<file path="config.mk">
export PLATFORM = sky130hd
export DESIGN_NAME = link_bringup_ctrl
export DESIGN_NICKNAME = d
export VERILOG_FILES = /design/src/rtl/lbc_pkg.sv /design/src/rtl/lbc_watchdog.sv /design/src/rtl/lbc_break_stretch.sv /design/src/rtl/link_bringup_ctrl.sv
export SDC_FILE = /design/constraint.sdc
export NUM_CORES = 1
export LEC_CHECK = 0
export ABC_AREA = 1
export BUFFER_PORTS_ARGS = -buffer_cell sky130_fd_sc_hd__buf_2
export CAP_MARGIN = 20
export CORE_AREA = 5 5 48 92
export CTS_BUF_LIST = sky130_fd_sc_hd__clkbuf_4 sky130_fd_sc_hd__clkbuf_8
export CTS_CLUSTER_DIAMETER = 150
export DETAILED_ROUTE_END_ITERATION = 10
export DIE_AREA = 0 0 53 97
export GPL_TIMING_DRIVEN = 0
export PLACE_DENSITY_LB_ADDON = 0.25
export SETUP_SLACK_MARGIN = 0.15
export SYNTH_ARGS = -nofsm -noshare
export SYNTH_HDL_FRONTEND = slang
export SYNTH_SLANG_ARGS = --single-unit
</file>
<file path="constraint.sdc">
create_clock -name clk -period 1.5 [get_ports clk]
set_clock_uncertainty 0.05 [all_clocks]
set_input_delay 0 -clock clk [delete_from_list [all_inputs] [get_ports clk]]
set_output_delay 0 -clock clk [all_outputs]
set_load 0.02 [all_outputs]
</file>
<file path="src/rtl/lbc_pkg.sv">
package lbc_pkg;
    typedef enum logic [2:0] {
        LBC_IDLE    = 3'd0,
        LBC_DETECT  = 3'd1,
        LBC_ACQUIRE = 3'd2,
        LBC_ALIGN   = 3'd3,
        LBC_NORMAL  = 3'd4
    } lbc_state_e;
endpackage

</file>
<file path="src/rtl/lbc_watchdog.sv">
module lbc_watchdog #(
    parameter int LIMIT = 1024
) (
    input  logic clk,
    input  logic rst_n,
    input  logic run,
    input  logic clear,
    output logic expired
);
    localparam int CW = (LIMIT > 2) ? $clog2(LIMIT) : 1;

    logic [CW-1:0] cnt_d, cnt_q;

    always_comb begin
        if (!run || clear) cnt_d = '0;
        else               cnt_d = cnt_q + 1'b1;
    end

    always_ff @(posedge clk) begin
        if (!rst_n) cnt_q <= '0;
        else        cnt_q <= cnt_d;
    end

    assign expired = run && (cnt_q == CW'(LIMIT - 1));

    // the state machine must leave or clear before the count passes the limit
    p_timer_bound_r8: assert property (@(posedge clk) disable iff (!rst_n)
        expired |=> (cnt_q == '0));
endmodule

</file>
<file path="src/rtl/lbc_break_stretch.sv">
module lbc_break_stretch #(
    parameter int LEN = 4
) (
    input  logic clk,
    input  logic rst_n,
    input  logic trigger,
    output logic pulse
);
    localparam int CW = $clog2(LEN + 1);

    logic [CW-1:0] cnt_d, cnt_q;

    always_comb begin
        if (trigger)           cnt_d = CW'(LEN);
        else if (cnt_q != '0)  cnt_d = cnt_q - 1'b1;
        else                   cnt_d = '0;
    end

    always_ff @(posedge clk) begin
        if (!rst_n) cnt_q <= '0;
        else        cnt_q <= cnt_d;
    end

    assign pulse = (cnt_q != '0);

    generate
        if (LEN >= 4) begin : g_min_len
            // a pulse never ends before four cycles have elapsed
            p_break_min_r9: assert property (@(posedge clk) disable iff (!rst_n)
                $fell(pulse) |-> ($past(pulse, 2) && $past(pulse, 3) && $past(pulse, 4)));
        end
    endgenerate
endmodule

</file>
<file path="src/rtl/link_bringup_ctrl.sv">
module link_bringup_ctrl
    import lbc_pkg::*;
#(
    parameter int TIMEOUT   = 1024,
    parameter int TRAIN_LEN = 4,
    parameter int BREAK_LEN = 4
) (
    input  logic       clk,
    input  logic       rst_n,
    input  logic       remote_en,
    input  logic       sig_det,
    input  logic       cdr_lock,
    input  logic       train_match,
    output logic [2:0] link_state,
    output logic       low_power,
    output logic       align_done,
    output logic       link_break
);
    localparam int TW = (TRAIN_LEN > 2) ? $clog2(TRAIN_LEN) : 1;

    typedef struct packed {
        lbc_state_e     st;
        logic           bypass;
        logic [TW-1:0]  tcnt;
    } ctl_t;

    ctl_t ctl_d, ctl_q;
    logic fallback_d;
    logic expired;
    logic tmr_run, tmr_clear;

    always_comb begin
        ctl_d      = ctl_q;
        fallback_d = 1'b0;
        if (ctl_q.st == LBC_IDLE) begin
            if (sig_det && cdr_lock) begin
                if (remote_en) begin
                    ctl_d.st = LBC_DETECT;
                end else begin
                    ctl_d.st     = LBC_NORMAL;
                    ctl_d.bypass = 1'b1;
                end
            end
        end else if (!sig_det) begin
            ctl_d.st   = LBC_IDLE;
            fallback_d = 1'b1;
        end else if (!cdr_lock) begin
            fallback_d = 1'b1;
            ctl_d.st   = (ctl_q.st == LBC_DETECT || ctl_q.bypass) ? LBC_IDLE : LBC_DETECT;
        end else begin
            case (ctl_q.st)
                LBC_DETECT: begin
                    if (train_match) begin
                        ctl_d.st   = LBC_ACQUIRE;
                        ctl_d.tcnt = '0;
                    end else if (expired) begin
                        ctl_d.st   = LBC_IDLE;
                        fallback_d = 1'b1;
                    end
                end
                LBC_ACQUIRE: begin
                    if (train_match) begin
                        if (ctl_q.tcnt == TW'(TRAIN_LEN - 1)) ctl_d.st = LBC_ALIGN;
                        else                                  ctl_d.tcnt = ctl_q.tcnt + 1'b1;
                    end else if (expired) begin
                        ctl_d.st   = LBC_IDLE;
                        fallback_d = 1'b1;
                    end
                end
                LBC_ALIGN: ctl_d.st = LBC_NORMAL;
                default: ;
            endcase
        end
        if (ctl_d.st == LBC_IDLE || ctl_d.st == LBC_DETECT) ctl_d.bypass = 1'b0;
    end

    always_ff @(posedge clk) begin
        if (!rst_n) begin
            ctl_q.st     <= LBC_IDLE;
            ctl_q.bypass <= 1'b0;
            ctl_q.tcnt   <= '0;
        end else begin
            ctl_q <= ctl_d;
        end
    end

    assign tmr_run   = (ctl_q.st == LBC_DETECT) || (ctl_q.st == LBC_ACQUIRE);
    assign tmr_clear = (ctl_d.st != ctl_q.st) || train_match;

    lbc_watchdog #(.LIMIT(TIMEOUT)) u_watchdog (
        .clk     (clk),
        .rst_n   (rst_n),
        .run     (tmr_run),
        .clear   (tmr_clear),
        .expired (expired)
    );

    lbc_break_stretch #(.LEN(BREAK_LEN)) u_break (
        .clk     (clk),
        .rst_n   (rst_n),
        .trigger (fallback_d),
        .pulse   (link_break)
    );

    assign link_state = ctl_q.st;
    assign low_power  = (ctl_q.st == LBC_IDLE);
    assign align_done = (ctl_q.st == LBC_NORMAL);

    // forward moves step one code at a time, apart from the bypass jump
    p_forward_step_r2: assert property (@(posedge clk) disable iff (!rst_n)
        (ctl_d.st > ctl_q.st) |-> ((ctl_d.st == ctl_q.st + 3'd1) ||
            (ctl_q.st == LBC_IDLE && ctl_d.st == LBC_NORMAL && !remote_en)));

    // detect is entered from idle only with lock and signal present
    p_detect_needs_lock_r3: assert property (@(posedge clk) disable iff (!rst_n)
        (ctl_q.st == LBC_IDLE && !(sig_det && cdr_lock)) |=> (ctl_q.st == LBC_IDLE));

    // signal loss always lands in idle
    p_sig_loss_r6: assert property (@(posedge clk) disable iff (!rst_n)
        (!sig_det) |=> (link_state == 3'd0));

    // every backward move is accompanied by the break pulse
    p_break_on_fall_r9: assert property (@(posedge clk) disable iff (!rst_n)
        (ctl_d.st < ctl_q.st) |=> link_break);
endmodule

</file>
Word-level counts from Yosys, hierarchy flattened
Cells that the tools add are included.

Memories: 0. Word-level logic and storage cells: 66. Bits in registers: 19. Memory bits (writable): 0. Bits of input ports: 6. Output and inout bits: 6. Bits in read-only memories: 0. Latch bits: 0.

$mul: 0. Shift operators: 0. Add/sub/neg operators: 3. Bitwise gates (word level): 4. Equal/unequal tests: 11. Divide/modulo/power cells: 0. $lt $le $gt $ge: 0. Multiplexer cells: 24. Reductions and logical operators: 18.

Operator list (number): $mux 3 (10); $add 10x1->10 const B (1); $eq 10x10->1 const B (1); $pmux 3 s3 (1); $mux 1 (8); $reduce_and 7->1 (1); $eq 3x1->1 const B (2); $eq 3x2->1 const B (2); $logic_not 3->1 (2); $mux 2 (3); $ne 2x2->1 const B (3); $reduce_or 2->1 (3); $logic_or 1x1->1 (5); $mux 4 (1); $not 1->1 (4); $pmux 2 s2 (1); $eq 3x3->1 const B (1); $ne 3x3->1 (1); $reduce_and 3->1 (1); $reduce_bool 3->1 (1); $reduce_or 3->1 (1); $sub 3x1->3 const B (1); $add 2x1->2 const B (1); $eq 2x2->1 const B (1); 3 further kinds (4).

Logic depth before layout (Yosys ltp)
Depth after elaboration: 13. Depth in mapped cells: 13. Mapped depth without buffers: 13.

By module
Synthesis repeated with hierarchy kept, for this count alone.

Cells, all modules: 164. Area, all modules: 1137.3 µm².

Modules (own cells, without submodules): link_bringup_ctrl (area an instance 549.3 µm², cells each 89, times used 1, seq. area each 120.1 µm²); lbc_watchdog (area an instance 442.9 µm², cells each 59, times used 1, seq. area each 200.2 µm²); lbc_break_stretch (area an instance 145.1 µm², cells each 16, times used 1, seq. area each 60.1 µm²).

Worst setup path after synthesis
Ideal clock, no wire load.

Path type: register to register. Start: register u_watchdog.cnt_q[0]. End: register u_watchdog.cnt_q[3]. Path buffers: 0. Library setup time: 0.116 ns. Data required time: 1.334 ns. Stages on the path, launching flop included: 13. Path slack: -0.004 ns. Period minus slack after synthesis: 1.504 ns. Arrival time: 1.338 ns. Cells stage by stage: dfxtp_1 -> ha_1 -> nand3_1 -> nor2_1 -> nand2_1 -> nand2_1 -> nand2_1 -> nand2_1 -> nand2_1 -> nand2_1 -> nand2_1 -> nand2_4 -> nor2_1.

Word-level cells in the longest chain between the ends: 12.

RTL lines: from (decl) (line lbc_watchdog.sv:12) `logic [CW-1:0] cnt_d, cnt_q;`; from (signal assigned) (line lbc_watchdog.sv:21) `else cnt_q <= cnt_d;`; $eq 10x10->1 (line lbc_watchdog.sv:24) `assign expired = run && (cnt_q == CW'(LIMIT - 1));`; $logic_and 1x1->1 (line lbc_watchdog.sv:24); $mux 3 (line link_bringup_ctrl.sv:56, link_bringup_ctrl.sv:65); $mux 3, on equally long branches (line link_bringup_ctrl.sv:62, link_bringup_ctrl.sv:53); $pmux 3 s3 (line link_bringup_ctrl.sv:51) `case (ctl_q.st)`; $mux 3 (line link_bringup_ctrl.sv:47) `end else if (!cdr_lock) begin`; $mux 3 (line link_bringup_ctrl.sv:44) `end else if (!sig_det) begin`; $mux 3 (line link_bringup_ctrl.sv:35) `if (ctl_q.st == LBC_IDLE) begin`; $ne 3x3->1 (line link_bringup_ctrl.sv:88) `assign tmr_clear = (ctl_d.st != ctl_q.st) || train_match;`; $logic_or 1x1->1 (line link_bringup_ctrl.sv:88); $logic_or 1x1->1 (line lbc_watchdog.sv:15) `if (!run || clear) cnt_d = '0;`; $reduce_or 2->1 (no line).

Several ways; a longest one is shown, not always the timed one. A chain may end at the register's enable or synchronous reset.

Worst setup path after layout
Start: register ctl_q, in the netlist link_state[0]. End: register u_watchdog.cnt_q[0].

Word-level cells in the longest chain between the ends: 13.

RTL lines: from (decl) (line link_bringup_ctrl.sv:27) `ctl_t ctl_d, ctl_q;`; from (signal assigned) (line link_bringup_ctrl.sv:83) `ctl_q <= ctl_d;`; $eq 3x1->1 / $eq 3x2->1 (equally long branches) (line link_bringup_ctrl.sv:49, link_bringup_ctrl.sv:51, link_bringup_ctrl.sv:87); $logic_or 1x1->1 (line link_bringup_ctrl.sv:87) `assign tmr_run = (ctl_q.st == LBC_DETECT) || (ctl_q.st == LBC_ACQUIRE);`; $logic_and 1x1->1 (line lbc_watchdog.sv:24); $mux 3 (line link_bringup_ctrl.sv:56, link_bringup_ctrl.sv:65); $mux 3, on equally long branches (line link_bringup_ctrl.sv:62, link_bringup_ctrl.sv:53); $pmux 3 s3 (line link_bringup_ctrl.sv:51); $mux 3 (line link_bringup_ctrl.sv:47); $mux 3 (line link_bringup_ctrl.sv:44); $mux 3 (line link_bringup_ctrl.sv:35); $ne 3x3->1 (line link_bringup_ctrl.sv:88); $logic_or 1x1->1 (line link_bringup_ctrl.sv:88); $logic_or 1x1->1 * (line lbc_watchdog.sv:15); $reduce_or 2->1 (no line) *.

Mark *: on every way between the ends. The rest lies on a longest branch, timed or not.

==> flow_summary.json <==
{
  "crit_path_end_kind": "flip-flop",
  "drt-total-wl_mm": 2.37,
  "p_total_uw": 1220,
  "cp.arrival_ns": 1.66,
  "viasPerCell": 4.37,
  "worst_pin_slew_ns": 0.210,
  "die_x_um": 53,
  "h-tree-depth": 1,
  "drive_above_1_share_pct": 38.7,
  "hp-class": "in2reg",
  "numCtsBuffers": 3,
  "grt_pass1_wl_mm": 4.08,
  "port_buffers": 11,
  "io_pins": 12,
  "synth-warning-count": 0,
  "dr.max_layer_used": "met4",
  "crit_fanout": 5,
  "netlist_top_cells_area": "dfxtp_1, nand2_1, nor2_1",
  "synthCells": 133,
  "place_inst": 193,
  "grt_pass1_vias": 936,
  "reg2reg_depth": 9,
  "start_util_pct": 27.1,
  "finalHoldViolations": 0,
  "ys_ff_latch": 19,
  "wl_met2_mm": 1.39,
  "area_delta_synth_final_pct": 42.9,
  "wl_met3_um": 71,
  "met1_length_um": 833,
  "dieArea_mm2": 0.00514,
  "drt-wirelength-per-cell_um": 11.2,
  "yosys.area.top_type": "dfxtp_1",
  "drt_iter0_markers": 26,
  "worst_hold_slack_ns": 0.00992,
  "critPathKind": "reg2reg",
  "die_height_um": 97,
  "post-synth-top-area-fraction_pct": 38.9,
  "ys_types": 25,
  "cts.sinks": 19,
  "required_ns": 1.65,
  "period_share_pct": 101,
  "max_cap_viol_count": 0,
  "hpwl_mm": 1.60,
  "peakVddDrop_mv": 0.502,
  "clk_pin_slew_worst_paths_ns": 0.08,
  "grt_util_all_layers_pct": 10.4,
  "grt_overflow_total": 0,
  "instances_no_fill": 212,
  "synth_area_per_cell_um2": 7.35,
  "clockRootBuffer": "clkbuf_8",
  "clkLatencyLatePin_ns": 0.26,
  "drc": 0,
  "first_pass_iters": 4,
  "reg2reg_from": "link_state[0]",
  "reg2reg_slack_ns": -0.01,
  "p_leak_uw": 0.000581,
  "finalMaxSlewViolations": 0,
  "fin_ws_ns": -0.0128,
  "ant_nets": 0,
  "gp_congestion": 0.767,
  "dr_total_vias": 927,
  "relSlewSlack_pct": 86.0,
  "final_cell_mix": "nand2_1, inv_1, nor2_1, buf_4, dfxtp_1",
  "max_freq_mhz": 661,
  "worstSetupStartpointType": "flip-flop",
  "rsz0062_at_grt": "true",
  "cts_tree": "built",
  "crit_start": "link_state[0]",
  "violations": "negative setup slack",
  "syn-cell-area_um2": 977,
  "endpoint": "u_watchdog.cnt_q[0]",
  "grt_max_degree": 12,
  "fillCellCount": 396,
  "num_rows": 31,
  "finalCriticalPeriod_ns": 1.51,
  "r2r_end": "u_watchdog.cnt_q[0]",
  "powerDensity_mw_per_mm2": 876,
  "floorplan.core_area_mm2": 0.00361,
  "num_antenna_cells": 0,
  "clock_path_buffers": 2,
  "synthesis.nets": 143,
  "status": "finished, violations left",
  "fin_util_pct": 38.7,
  "antenna_found_initial": 0,
  "synth_seq_area_share_pct": 38.9,
  "setup_viol": 2,
  "layout_commonest_cell": "nand2_1",
  "layout.nets": 174,
  "dp_slack_ns": -0.121
}
[timing repair]
action	4_1_cts	5_1_grt
hold buffers	2	0
setup buffers	12	0
hold endpoints to repair	3	0
gates cloned	1	0
pin swaps	11	2
setup endpoints to repair	17	18
resized for setup	21	7
[metrics by stage]
step,setup TNS (ns),cell area [um2]
after detailed placement,-1.25,1130
after global placement,-1.15,1130
final,-0.0129,1400
after floorplan,0,1010
after CTS,0,1380
after global routing,-1.44,1400
[worst min path at each step]
stage                     cells after the start  slack, ns       from            end
after global routing                          4       0.04   cdr_lock  link_state[0]
after global placement                        3       0.24  remote_en  link_state[0]
after detailed placement                      3       0.25  remote_en  link_state[0]
final                                         4       0.01   cdr_lock  link_state[0]
after floorplan                               1        0.1      rst_n       ctl_q[0]
after CTS                                     4      0.009   cdr_lock  link_state[0]
[critical path: stages, from the launching register on]
cell	delay (ns)
dfxtp_4	0.40
inv_6	0.05
nand2_4	0.09
nand3_4	0.10
buf_4	0.16
inv_1	0.05
nand3_1	0.12
a21oi_4	0.23
nand2_4	0.10
nor2_1	0.10
[cells in the mapped netlist]
cell type,instances
nand2_4,1
buf_4,3
nand2_2,1
xnor2_1,5
a31o_2,1
xor2_1,4
o211a_1,1
inv_2,1
nand2_1,26
o21ai_0,3
ha_1,4
or2_2,1
o21a_1,1
nor2_1,22
inv_1,18
a21oi_1,5
nor4_2,1
dfxtp_1,19
nand3_2,1
o22ai_1,1
nand3b_1,1
nand3_1,10
and3_1,1
nor3_1,1
nor2_2,1
[state kept, by name (all words and copies together), names as in the netlist]
signal,flops
link_state,3
u_watchdog.cnt_q,10
u_break.cnt_q,3
ctl_q,3
[report_power, final]
part           internal (uW)  leakage, uW  switching, uW
Combinational            117     0.000398            177
Clock                    185    0.0000255            185
Sequential               540     0.000157           20.2
Total                    842     0.000581            382
[kinds of logic (layout without fill, tap and decap cells)]
kind of cell / Yosys count / count (layout) / synth area share, %
AND/OR/NAND/NOR: 67 / 68 / 30.9
flip-flops: 19 / 19 / 38.9
AO/OA/AOI/OAI: 12 / 12 / 7.43
XOR/XNOR: 9 / 9 / 8.07
buffers and inverters: 22 / 51 / 9.60
adder cells (fa/ha/maj): 4 / 4 / 5.12
[layer usage]
metal,GRT usage (%),up-vias
met5,0,-
met4,6.50,0
met3,1.85,8
met2,18.9,21
met1,10.0,423
li1,-,475
[cell type report]
class / instances / area, um2 / area share [%]
Buffer: 3 / 22.5 / 1.61
Clock buffer: 3 / 41.3 / 2.96
Clock inverter: 1 / 5.00 / 0.358
Inverter: 19 / 81.3 / 5.82
Multi-Input combinational cell: 93 / 624 / 44.7
Sequential cell: 19 / 393 / 28.1
Tap cell: 49 / 61.3 / 4.39
Timing Repair Buffer: 25 / 168 / 12.0
(Power assumes the default switching activity.)
